===== config.mk =====
export PLATFORM = sky130hd
export DESIGN_NAME = pnp_key_detect
export DESIGN_NICKNAME = d
export VERILOG_FILES = /design/src/rtl/pnp_key_pkg.sv /design/src/rtl/pnp_bus_decode.sv /design/src/rtl/pnp_key_matcher.sv /design/src/rtl/pnp_cfg_regs.sv /design/src/rtl/pnp_key_detect.sv
export SDC_FILE = /design/constraint.sdc
export NUM_CORES = 1
export LEC_CHECK = 0
export CAP_MARGIN = 25
export CORE_MARGIN = 3
export CORE_UTILIZATION = 45
export DETAILED_ROUTE_END_ITERATION = 12
export DONT_BUFFER_PORTS = 1
export PLACE_DENSITY = 0.71
export REMOVE_ABC_BUFFERS = 1
export SLEW_MARGIN = 30
export SYNTH_ARGS = -nofsm -noshare
export SYNTH_HDL_FRONTEND = slang
export SYNTH_SLANG_ARGS = --single-unit

===== constraint.sdc =====
create_clock -name clk -period 2.4 [get_ports clk]
set_input_delay 0.48 -clock clk [delete_from_list [all_inputs] [get_ports clk]]
set_output_delay 0.48 -clock clk [all_outputs]
set_load 0.03 [all_outputs]

===== src/rtl/pnp_key_pkg.sv =====
package pnp_key_pkg;

    localparam int unsigned BYTE_W = 8;

    // Step from one wake-up key byte to the next one.
    function automatic logic [BYTE_W-1:0] key_step(input logic [BYTE_W-1:0] b);
        return {b[0] ^ b[1], b[BYTE_W-1:1]};
    endfunction

    typedef struct packed {
        logic              idx_wr;
        logic              dat_wr;
        logic [BYTE_W-1:0] wdata;
    } bus_evt_t;

endpackage


===== src/rtl/pnp_bus_decode.sv =====
module pnp_bus_decode
    import pnp_key_pkg::*;
#(
    parameter int unsigned      ADDR_W   = 16,
    parameter logic [ADDR_W-1:0] IDX_PORT = 16'h0279,
    parameter logic [ADDR_W-1:0] DAT_PORT = 16'h0A79
) (
    input  logic [ADDR_W-1:0] io_addr,
    input  logic [BYTE_W-1:0] io_data,
    input  logic              io_wr,
    output bus_evt_t          evt
);

    always_comb begin
        evt.idx_wr = io_wr && (io_addr == IDX_PORT);
        evt.dat_wr = io_wr && (io_addr == DAT_PORT);
        evt.wdata  = io_data;
    end

endmodule


===== src/rtl/pnp_key_matcher.sv =====
module pnp_key_matcher
    import pnp_key_pkg::*;
#(
    parameter int unsigned       KEY_LEN  = 32,
    parameter logic [BYTE_W-1:0] KEY_SEED = 8'h6A
) (
    input  logic                       clk,
    input  logic                       rst_n,
    input  logic                       idx_wr,
    input  logic [BYTE_W-1:0]          wdata,
    input  logic                       sleep_req,
    output logic                       awake,
    output logic [$clog2(KEY_LEN)-1:0] key_pos
);

    localparam int unsigned        POS_W = $clog2(KEY_LEN);
    localparam logic [POS_W-1:0]   LAST  = POS_W'(KEY_LEN - 1);
    localparam logic [POS_W-1:0]   ONE   = POS_W'(1);
    localparam logic [BYTE_W-1:0]  SEED2 = key_step(KEY_SEED);

    typedef struct packed {
        logic              awake;
        logic [POS_W-1:0]  pos;
        logic [BYTE_W-1:0] expect_b;
    } mstate_t;

    mstate_t m_d, m_q;

    always_comb begin
        m_d = m_q;
        if (m_q.awake) begin
            if (sleep_req) begin
                m_d.awake    = 1'b0;
                m_d.pos      = '0;
                m_d.expect_b = KEY_SEED;
            end
        end else if (idx_wr) begin
            if (wdata == m_q.expect_b) begin
                if (m_q.pos == LAST) begin
                    m_d.awake    = 1'b1;
                    m_d.pos      = '0;
                    m_d.expect_b = KEY_SEED;
                end else begin
                    m_d.pos      = m_q.pos + ONE;
                    m_d.expect_b = key_step(m_q.expect_b);
                end
            end else if (wdata == KEY_SEED) begin
                m_d.pos      = ONE;
                m_d.expect_b = SEED2;
            end else begin
                m_d.pos      = '0;
                m_d.expect_b = KEY_SEED;
            end
        end
    end

    always_ff @(posedge clk) begin
        if (!rst_n) begin
            m_q.awake    <= 1'b0;
            m_q.pos      <= '0;
            m_q.expect_b <= KEY_SEED;
        end else begin
            m_q <= m_d;
        end
    end

    assign awake   = m_q.awake;
    assign key_pos = m_q.pos;

    AST_WAKE_ONLY_AT_LAST: assert property (@(posedge clk) disable iff (!rst_n)
        $rose(m_q.awake) |-> ($past(m_q.pos) == LAST));
    AST_SEED_RESTART: assert property (@(posedge clk) disable iff (!rst_n)
        (!m_q.awake && idx_wr && wdata == KEY_SEED && m_q.pos != '0 && wdata != m_q.expect_b)
        |=> (m_q.pos == ONE));
    AST_ZERO_RESYNC: assert property (@(posedge clk) disable iff (!rst_n)
        (!m_q.awake && idx_wr && wdata == '0) |=> (m_q.pos == '0 && !m_q.awake));

endmodule


===== src/rtl/pnp_cfg_regs.sv =====
module pnp_cfg_regs
    import pnp_key_pkg::*;
#(
    parameter logic [BYTE_W-1:0] CSN_IDX  = 8'h06,
    parameter logic [BYTE_W-1:0] CTRL_IDX = 8'h02,
    parameter logic [BYTE_W-1:0] WAIT_CMD = 8'h02
) (
    input  logic              clk,
    input  logic              rst_n,
    input  logic              awake,
    input  bus_evt_t          evt,
    output logic              sleep_req,
    output logic [BYTE_W-1:0] sel_index,
    output logic [BYTE_W-1:0] csn
);

    typedef struct packed {
        logic [BYTE_W-1:0] sel;
        logic [BYTE_W-1:0] csn;
    } rstate_t;

    rstate_t r_d, r_q;
    logic    go_sleep;

    always_comb begin
        r_d      = r_q;
        go_sleep = awake && evt.dat_wr && (r_q.sel == CTRL_IDX) && (evt.wdata == WAIT_CMD);
        if (awake) begin
            if (evt.idx_wr) begin
                r_d.sel = evt.wdata;
            end
            if (evt.dat_wr && r_q.sel == CSN_IDX) begin
                r_d.csn = evt.wdata;
            end
            if (go_sleep) begin
                r_d.sel = '0;
            end
        end
    end

    always_ff @(posedge clk) begin
        if (!rst_n) begin
            r_q <= '0;
        end else begin
            r_q <= r_d;
        end
    end

    assign sleep_req = go_sleep;
    assign sel_index = r_q.sel;
    assign csn       = r_q.csn;

    AST_CSN_FROZEN_ASLEEP: assert property (@(posedge clk) disable iff (!rst_n)
        !awake |=> $stable(r_q.csn));
    AST_SEL_FROZEN_ASLEEP: assert property (@(posedge clk) disable iff (!rst_n)
        !awake |=> $stable(r_q.sel));
    AST_CSN_OTHER_INDEX: assert property (@(posedge clk) disable iff (!rst_n)
        (evt.dat_wr && r_q.sel != CSN_IDX) |=> $stable(r_q.csn));

endmodule


===== src/rtl/pnp_key_detect.sv =====
module pnp_key_detect
    import pnp_key_pkg::*;
#(
    parameter int unsigned       ADDR_W   = 16,
    parameter logic [ADDR_W-1:0] IDX_PORT = 16'h0279,
    parameter logic [ADDR_W-1:0] DAT_PORT = 16'h0A79,
    parameter int unsigned       KEY_LEN  = 32,
    parameter logic [7:0]        KEY_SEED = 8'h6A,
    parameter logic [7:0]        CSN_IDX  = 8'h06,
    parameter logic [7:0]        CTRL_IDX = 8'h02,
    parameter logic [7:0]        WAIT_CMD = 8'h02
) (
    input  logic              clk,
    input  logic              rst_n,
    input  logic [ADDR_W-1:0] io_addr,
    input  logic [7:0]        io_data,
    input  logic              io_wr,
    output logic              cfg_active,
    output logic [7:0]        sel_index,
    output logic [7:0]        csn
);

    localparam int unsigned POS_W = $clog2(KEY_LEN);

    bus_evt_t         evt;
    logic             awake;
    logic             sleep_req;
    logic [POS_W-1:0] key_pos;

    pnp_bus_decode #(
        .ADDR_W   (ADDR_W),
        .IDX_PORT (IDX_PORT),
        .DAT_PORT (DAT_PORT)
    ) u_decode (
        .io_addr (io_addr),
        .io_data (io_data),
        .io_wr   (io_wr),
        .evt     (evt)
    );

    pnp_key_matcher #(
        .KEY_LEN  (KEY_LEN),
        .KEY_SEED (KEY_SEED)
    ) u_match (
        .clk       (clk),
        .rst_n     (rst_n),
        .idx_wr    (evt.idx_wr),
        .wdata     (evt.wdata),
        .sleep_req (sleep_req),
        .awake     (awake),
        .key_pos   (key_pos)
    );

    pnp_cfg_regs #(
        .CSN_IDX  (CSN_IDX),
        .CTRL_IDX (CTRL_IDX),
        .WAIT_CMD (WAIT_CMD)
    ) u_regs (
        .clk       (clk),
        .rst_n     (rst_n),
        .awake     (awake),
        .evt       (evt),
        .sleep_req (sleep_req),
        .sel_index (sel_index),
        .csn       (csn)
    );

    assign cfg_active = awake;

    AST_IDLE_BUS_NO_EFFECT: assert property (@(posedge clk) disable iff (!rst_n)
        !io_wr |=> ($stable(cfg_active) && $stable(csn) && $stable(sel_index) && $stable(key_pos)));
    AST_WAIT_CMD_SLEEPS: assert property (@(posedge clk) disable iff (!rst_n)
        (cfg_active && io_wr && io_addr == DAT_PORT && sel_index == CTRL_IDX && io_data == WAIT_CMD)
        |=> (!cfg_active && sel_index == '0 && key_pos == '0));
    AST_OTHER_ADDR_NO_EFFECT: assert property (@(posedge clk) disable iff (!rst_n)
        (io_addr != IDX_PORT && io_addr != DAT_PORT) |=> ($stable(cfg_active) && $stable(csn) && $stable(sel_index)));

endmodule


==> results.py, run 1 <==
metrics = {
    "die": {
        "ioPinCount": 44,
        "dieArea_um2": 4000,
        "die-height_um": 63.3,
        "die_w_um": 63.3,
        "core_area_um2": 3100,
        "rows": 20,
        "initial_utilization": 0.476,
    },
    "setup_path": {
        "r2r_end": "u_match.m_q[2]",
        "crit_type": "reg2reg",
        "crit_path_start_kind": "register",
        "worstPathArrival_ns": 2.21,
        "crit_start": "u_regs.sel_index[5]",
        "r2r_start": "u_regs.sel_index[5]",
        "cp_max_fo": 8,
        "cp.required_ns": 2.61,
        "endpoint_kind": "register",
        "ff2ff_setup_slack_ns": 0.39,
        "r2r_cells": 5,
    },
    "routing": {
        "viasPerCell": 6.19,
        "detail-route-antenna-nets": 0,
        "dr.pass1.iters": 4,
        "drt_iter0_markers": 57,
        "finalWirelength_mm": 3.33,
        "drc": 0,
        "detail_route.wl_per_cell_um": 17.9,
        "vias": 1152,
    },
    "layout": {
        "fin_nets": 171,
        "syn_to_final_growth_pct": 9.15,
        "multi_input_area_um2": 845,
        "final_layout_size_suffix_gt1_frac": 0.225,
        "seq_area_um2": 601,
        "fin_cells": 186,
        "antenna_cells": 0,
        "most-common-layout-cells": "30 x dfxtp_1, 11 x nor2_1, 10 x xnor2_1",
        "fillerInstances": 291,
        "final_common_cell": "dfxtp_1",
    },
    "placed_design": {
        "dpl.cell_count": 179,
        "gp_congestion": 0.900,
        "io_buffers": 0,
        "hpwl_mm": 2.57,
    },
    "global_routing": {
        "grt_overflow_total": 0,
        "grt_pass1_wl_mm": 5.51,
        "grt_max_degree": 11,
        "grt_pass1_vias": 1096,
        "antenna_found_initial": 0,
        "grt_usage": 0.174,
    },
    "power": {
        "p_int_w": 0.000753,
        "p_sw_frac": 0.192,
        "switchingPower_w": 0.000179,
        "power.density_nw_per_um2": 578,
        "p_leak_nw": 0.616,
        "p_clk_frac": 0.438,
        "power_frac_seq": 0.534,
        "combPwrFrac": 0.028,
        "ir_drop_mv": 0.301,
    },
    "clock_tree": {
        "htree_levels": 2,
        "clockRootBuffer": "clkbuf_4",
        "insertion_delay_ns": 0.33,
        "clk_path_buf_depth": 2,
        "cts_tree": "built",
        "numCtsBuffers": 5,
        "cts_hold_buf": 0,
        "clk_pin_slew_ns": 0.09,
        "clock-sinks": 30,
        "post_cts_buffers": 0,
        "cts_resized": 0,
    },
    "logic_synthesis": {
        "synth_cell_types": 43,
        "syn-mean-instance-area_um2": 10.9,
        "synthSimpleGateAreaFrac": 0.269,
        "synth-compound-area-share": 0.173,
        "yosys_warnings": 0,
        "synth_top_family_by_area": "simple AND/OR/NAND/NOR gates",
        "seq_area_frac_synth": 0.407,
        "synthAdderAreaFrac": 0.0169,
        "syn-cell-area_um2": 1480,
        "ys_ff_latch": 30,
        "muxShareOfSynthArea": 0.0542,
        "post_synth_inst_count": 135,
        "synth_xor_area_frac": 0.0593,
    },
    "sta": {
        "holdWs_ns": 0.275,
        "drv_slew": 0,
        "relSlewSlack": 0.585,
        "setup_viol": 0,
        "max_freq_mhz": 498,
        "setup_tns_ns": 0,
        "clock_skew_ns": 0.0141,
        "finalHoldViolations": 0,
        "rsz0062_at_grt": "false",
        "period_needed_ns": 2.01,
        "tightestPinTransition_ns": 0.623,
        "period_share": 0.837,
    },
    "worst_hold_path": {
        "hp-start": "io_data[2]",
        "hold-path-endpoint": "u_regs.sel_index[2]",
        "holdPathStages": 1,
        "min_path_type": "in2reg",
    },
    "outcome": {
        "status": "finished, final reports clean",
    },
    "job": {
        "drv_cap": 0,
    },
}
layer usage:
metal | track usage | wire length [µm] | up-vias | part of all wire
met2 | 0.282 | 1630 | 47 | 0.49
li1 | - | - | 533 | -
met4 | 0.0647 | 29 | 0 | 0.0087
met5 | 0 | 0 | - | 0
met1 | 0.213 | 1380 | 567 | 0.42
met3 | 0.0588 | 280 | 5 | 0.084
worst max-delay path, stage by stage, from the launching register on:
cell and delay [ns]:
dfxtp_1 0.44, nor4b_2 0.40, nand4_4 0.17, o31ai_4 0.40
nor2_4 0.10, a221o_1 0.36
cells in the mapped netlist, drive strengths merged:
master / instances / area, µm²
nand3: 4 / 32.5
ha: 2 / 25.0
xnor2: 10 / 87.6
nor3: 4 / 25.0
inv: 3 / 11.3
or2: 2 / 15.0
a211o: 2 / 17.5
mux2i: 8 / 80.1
o31ai: 2 / 28.8
a21oi: 3 / 15.0
and3: 1 / 6.26
a221o: 6 / 62.6
and4b: 1 / 11.3
nand4: 3 / 33.8
or3: 6 / 37.5
nor2: 13 / 58.8
and4: 1 / 10.0
and4bb: 2 / 25.0
nor4b: 2 / 30.0
a21o: 1 / 8.76
buf: 2 / 16.3
and2: 1 / 8.76
a2111oi: 1 / 8.76
nor4: 5 / 61.3
nor3b: 1 / 7.51
clkinv: 1 / 3.75
o21ai: 1 / 5.00
dfxtp: 30 / 601
a22o: 11 / 101
nand2b: 3 / 18.8
o21bai: 1 / 7.51
nand3b: 2 / 15.0
power groups by stage:
stage,clock (W),sequential [W],combinational [W]
CTS,0.000417,0.000497,0.0000265
global route,0.000444,0.000498,0.0000282
global placement,0,0.000509,0.0000255
detailed placement,0,0.000509,0.0000263
floorplan,0,0.000509,0.0000226
finish,0.000408,0.000497,0.0000265
flip-flops by register name (all words and copies together) (netlist names):
name,flops
u_match.m_q,8
u_regs.csn,8
u_regs.sel_index,8
u_match.key_pos,5
u_match.awake,1
logic make-up (layout without fill, tap and decap cells):
logic type	count (synthesis)	in the layout
AO/OA/AOI/OAI	28	28
XOR/XNOR	10	10
flip-flops	30	30
buffers and inverters	6	13
multiplexers	8	8
AND/OR/NAND/NOR	51	51
adder cells (fa/ha/maj)	2	2
area by class of cell:
| type | instances | area share |
|---|---|---|
| Tap cell | 44 | 0.0342 |
| Inverter | 4 | 0.00932 |
| Multi-Input combinational cell | 99 | 0.524 |
| Timing Repair Buffer | 2 | 0.00932 |
| Clock buffer | 6 | 0.0318 |
| Sequential cell | 30 | 0.373 |
| Clock inverter | 1 | 0.0186 |
through the flow:
step,power (W),cell area (µm²),setup slack [ns],util
finish,0.000932,1610,0.391,0.519
global route,0.000970,1610,0.234,0.519
CTS,0.000941,1610,0.380,0.519
detailed placement,0.000535,1530,0.368,0.493
global placement,0.000534,1530,0.401,0.493
floorplan,0.000532,1460,0.512,-
worst max path at each step:
stage                          end  slack (ns)  depth (start not counted)
floorplan            u_regs.csn[0]        0.51                          5
global placement     u_regs.csn[5]        0.40                          5
detailed placement   u_regs.csn[3]        0.37                          5
CTS                  u_regs.csn[4]        0.38                          5
global route         u_regs.csn[6]        0.23                          5
finish              u_match.m_q[2]        0.39                          5
(Power assumes the default switching activity.)
==> inputs of run 2 (changes only) <==
--- a/config.mk
+++ b/config.mk
@@ -5,6 +5,7 @@
 export SDC_FILE = /design/constraint.sdc
 export NUM_CORES = 1
 export LEC_CHECK = 0
+export ABC_AREA = 1
 export CAP_MARGIN = 25
 export CORE_MARGIN = 3
 export CORE_UTILIZATION = 45
==> constraint.sdc (replaced) <==
create_clock -name clk -period 1.9 [get_ports clk]
set_input_delay 0.38 -clock clk [delete_from_list [all_inputs] [get_ports clk]]
set_output_delay 0.38 -clock clk [all_outputs]
set_load 0.03 [all_outputs]
==> results.py, run 2 <==
metrics = {
    "setup_path": {
        "cp.required_ns": 2.12,
        "cp_slowest_stage_delay_ns": 0.34,
        "cp_max_fo": 9,
        "cp_cell_sequence": "ha_1, and3_1, ha_1, nor2_1, nand3_1, nand2_1, nand2_1, a21oi_1",
        "endpoint_kind": "register",
        "path_delay_family": "simple AND/OR/NAND/NOR gates",
        "crit_type": "reg2reg",
        "crit_buf_inv": 0,
        "slowest_stage": "dfxtp_1",
        "crit_path_start_kind": "register",
        "worstPathArrival_ns": 1.85,
    },
    "logic_synthesis": {
        "synthAdderAreaFrac": 0.0148,
        "synth_xor_area_frac": 0.0466,
        "seq_area_frac_synth": 0.355,
        "synthDominantCellAreaShare": 0.355,
        "synth.most_common_cell": "nand2_1",
        "ys_ff_latch": 30,
        "synth.area.top_cells": "dfxtp_1 36%, nand2_1 13%, inv_1 8.0%",
        "synthArstFlopShare": 0,
        "yosys_warnings": 0,
        "syn-mean-instance-area_um2": 6.69,
        "muxShareOfSynthArea": 0,
        "synthSimpleGateAreaFrac": 0.379,
        "synth_top_family_by_area": "simple AND/OR/NAND/NOR gates",
        "ys.flop_type": "dfxtp_1",
        "synth_edf_count": 0,
        "synth_commonest_cells": "57 x nand2_1, 36 x inv_1, 30 x dfxtp_1, 27 x nor2_1, 26 x nand3_1",
        "syn-cell-area_um2": 1690,
        "synth_top_area_cell": "dfxtp_1",
        "synth-compound-area-share": 0.0947,
        "post_synth_inst_count": 253,
        "synth_cell_types": 23,
    },
    "layout": {
        "syn_to_final_growth_pct": 10.3,
        "antenna_cells": 0,
        "final_common_cell": "nand2_1",
        "fillerInstances": 354,
        "multi_input_area_um2": 906,
        "final_layout_size_suffix_gt1_frac": 0.114,
        "most-common-layout-cells": "57 x nand2_1, 36 x inv_1, 30 x dfxtp_1",
        "final_area_um2": 1870,
        "fin_nets": 291,
        "seq_area_um2": 601,
    },
    "die": {
        "initial_utilization": 0.488,
        "dieArea_um2": 4530,
        "die-height_um": 67.3,
        "core_area_um2": 3470,
        "ioPinCount": 44,
        "rows": 21,
        "die_w_um": 67.3,
    },
    "clock_tree": {
        "clk_path_buf_depth": 2,
        "clock-sinks": 30,
        "insertion_delay_ns": 0.28,
        "numCtsBuffers": 5,
        "cts_hold_buf": 0,
        "cts_resized": 0,
        "clk_pin_slew_ns": 0.06,
        "post_cts_buffers": 0,
        "htree_levels": 2,
        "cts_tree": "built",
        "clockRootBuffer": "clkbuf_8",
    },
    "power": {
        "switchingPower_w": 0.000266,
        "p_sw_frac": 0.221,
        "p_int_w": 0.000937,
        "combPwrFrac": 0.036,
        "ir_drop_mv": 0.490,
        "p_leak_nw": 0.792,
        "power.density_nw_per_um2": 645,
        "power_frac_seq": 0.523,
        "p_clk_frac": 0.441,
    },
    "sta": {
        "drv_slew": 0,
        "period_share": 0.857,
        "rsz0062_at_grt": "false",
        "relSlewSlack": 0.739,
        "setup_viol": 0,
        "finalHoldViolations": 0,
        "max_freq_mhz": 614,
        "setup_tns_ns": 0,
        "tightestPinTransition_ns": 0.391,
        "clock_skew_ns": 0.00226,
        "period_needed_ns": 1.63,
        "fin_ws_ns": 0.272,
    },
    "placed_design": {
        "hpwl_mm": 2.91,
        "io_buffers": 0,
        "pre_cts_ws_ns": 0.275,
        "gp_congestion": 0.857,
        "postPlaceCellArea_um2": 1770,
    },
    "outcome": {
        "status": "finished, final reports clean",
    },
    "global_routing": {
        "grt_overflow_total": 0,
        "grt_max_degree": 19,
        "antenna_found_initial": 0,
        "grt_pass1_vias": 1446,
        "grt_usage": 0.192,
        "grt_pass1_wl_mm": 6.62,
    },
    "routing": {
        "vias": 1625,
        "top_layer": "met4",
        "drc": 0,
        "m1WireLength_mm": 1.85,
        "dr.pass1.iters": 4,
        "detail_route.wl_per_cell_um": 12.6,
        "wl_met2_mm": 1.70,
        "detail-route-antenna-nets": 0,
        "finalWirelength_mm": 3.88,
        "viasPerCell": 5.26,
        "wl_met3_um": 305,
        "drt_iter0_markers": 88,
    },
    "worst_hold_path": {
        "min_path_type": "in2reg",
    },
    "job": {
        "drv_cap": 0,
    },
}
## run 2: cell types whose count changed after synthesis, moves of 7 or more
cell	previous run	this run
a211oi_1	0	8
a21oi_1	3	20
a22o_1	7	0
inv_1	3	36
mux2i_1	8	0
nand2_1	0	57
nand3_1	3	26
nand4_1	2	10
nor2_1	11	27
## run 2: per-layer routing
metal  track usage  vias up
li1              -      828
met1         0.255      735
met2         0.296       58
met3        0.0532        4
met4        0.0684        0
met5             0        -
## run 2: kinds of logic after synthesis
kind of cell	count (synthesis)
adders and majority gates	2
xor gates and xnor gates	9
AOI/OAI and AO/OA	28
buffers and inverters	45
DFF	30
and+or+nand+nor	139
## run 2: worst paths after layout
check / cells past startpoint / slack [ns] / to / start
hold reg to reg: 2 / 0.49 / u_match.key_pos[4] / u_match.key_pos[4]
setup reg to reg: 8 / 0.27 / u_match.m_q[7] / u_match.key_pos[0]
setup / recovery: 8 / 0.27 / u_match.m_q[7] / u_match.key_pos[0]
hold / removal: 2 / 0.27 / u_regs.csn[0] / io_data[0]
## run 2: layout make-up
cell class,instances,area share
clock buffer,7,0.0463
clock inverter,1,0.00268
inverter,38,0.0765
multi-input combinational,178,0.486
sequential,30,0.322
tap,46,0.0309
timing repair buffer,9,0.0362
## run 2: power groups by stage
stage	combinational [W]	clock (W)	sequential, W
after floorplan	0.0000352	0	0.000643
after CTS	0.0000437	0.000540	0.000629
after global placement	0.0000429	0	0.000643
final	0.0000437	0.000530	0.000629
after detailed placement	0.0000436	0	0.000643
after global routing	0.0000507	0.000569	0.000628
## run 2: stage by stage
| step | cells | hold slack, ns | total power, W | util |
|---|---|---|---|---|
| 6_report | 309 | 0.265 | 0.00120 | 0.538 |
| 5_1_grt | 309 | 0.266 | 0.00125 | 0.538 |
| 4_1_cts | 309 | 0.259 | 0.00121 | 0.538 |
| 3_5_place_dp | 301 | 0.489 | 0.000686 | 0.512 |
| 3_3_place_gp | 301 | 0.485 | 0.000686 | 0.512 |
| 2_1_floorplan | 246 | 0.464 | 0.000678 | - |
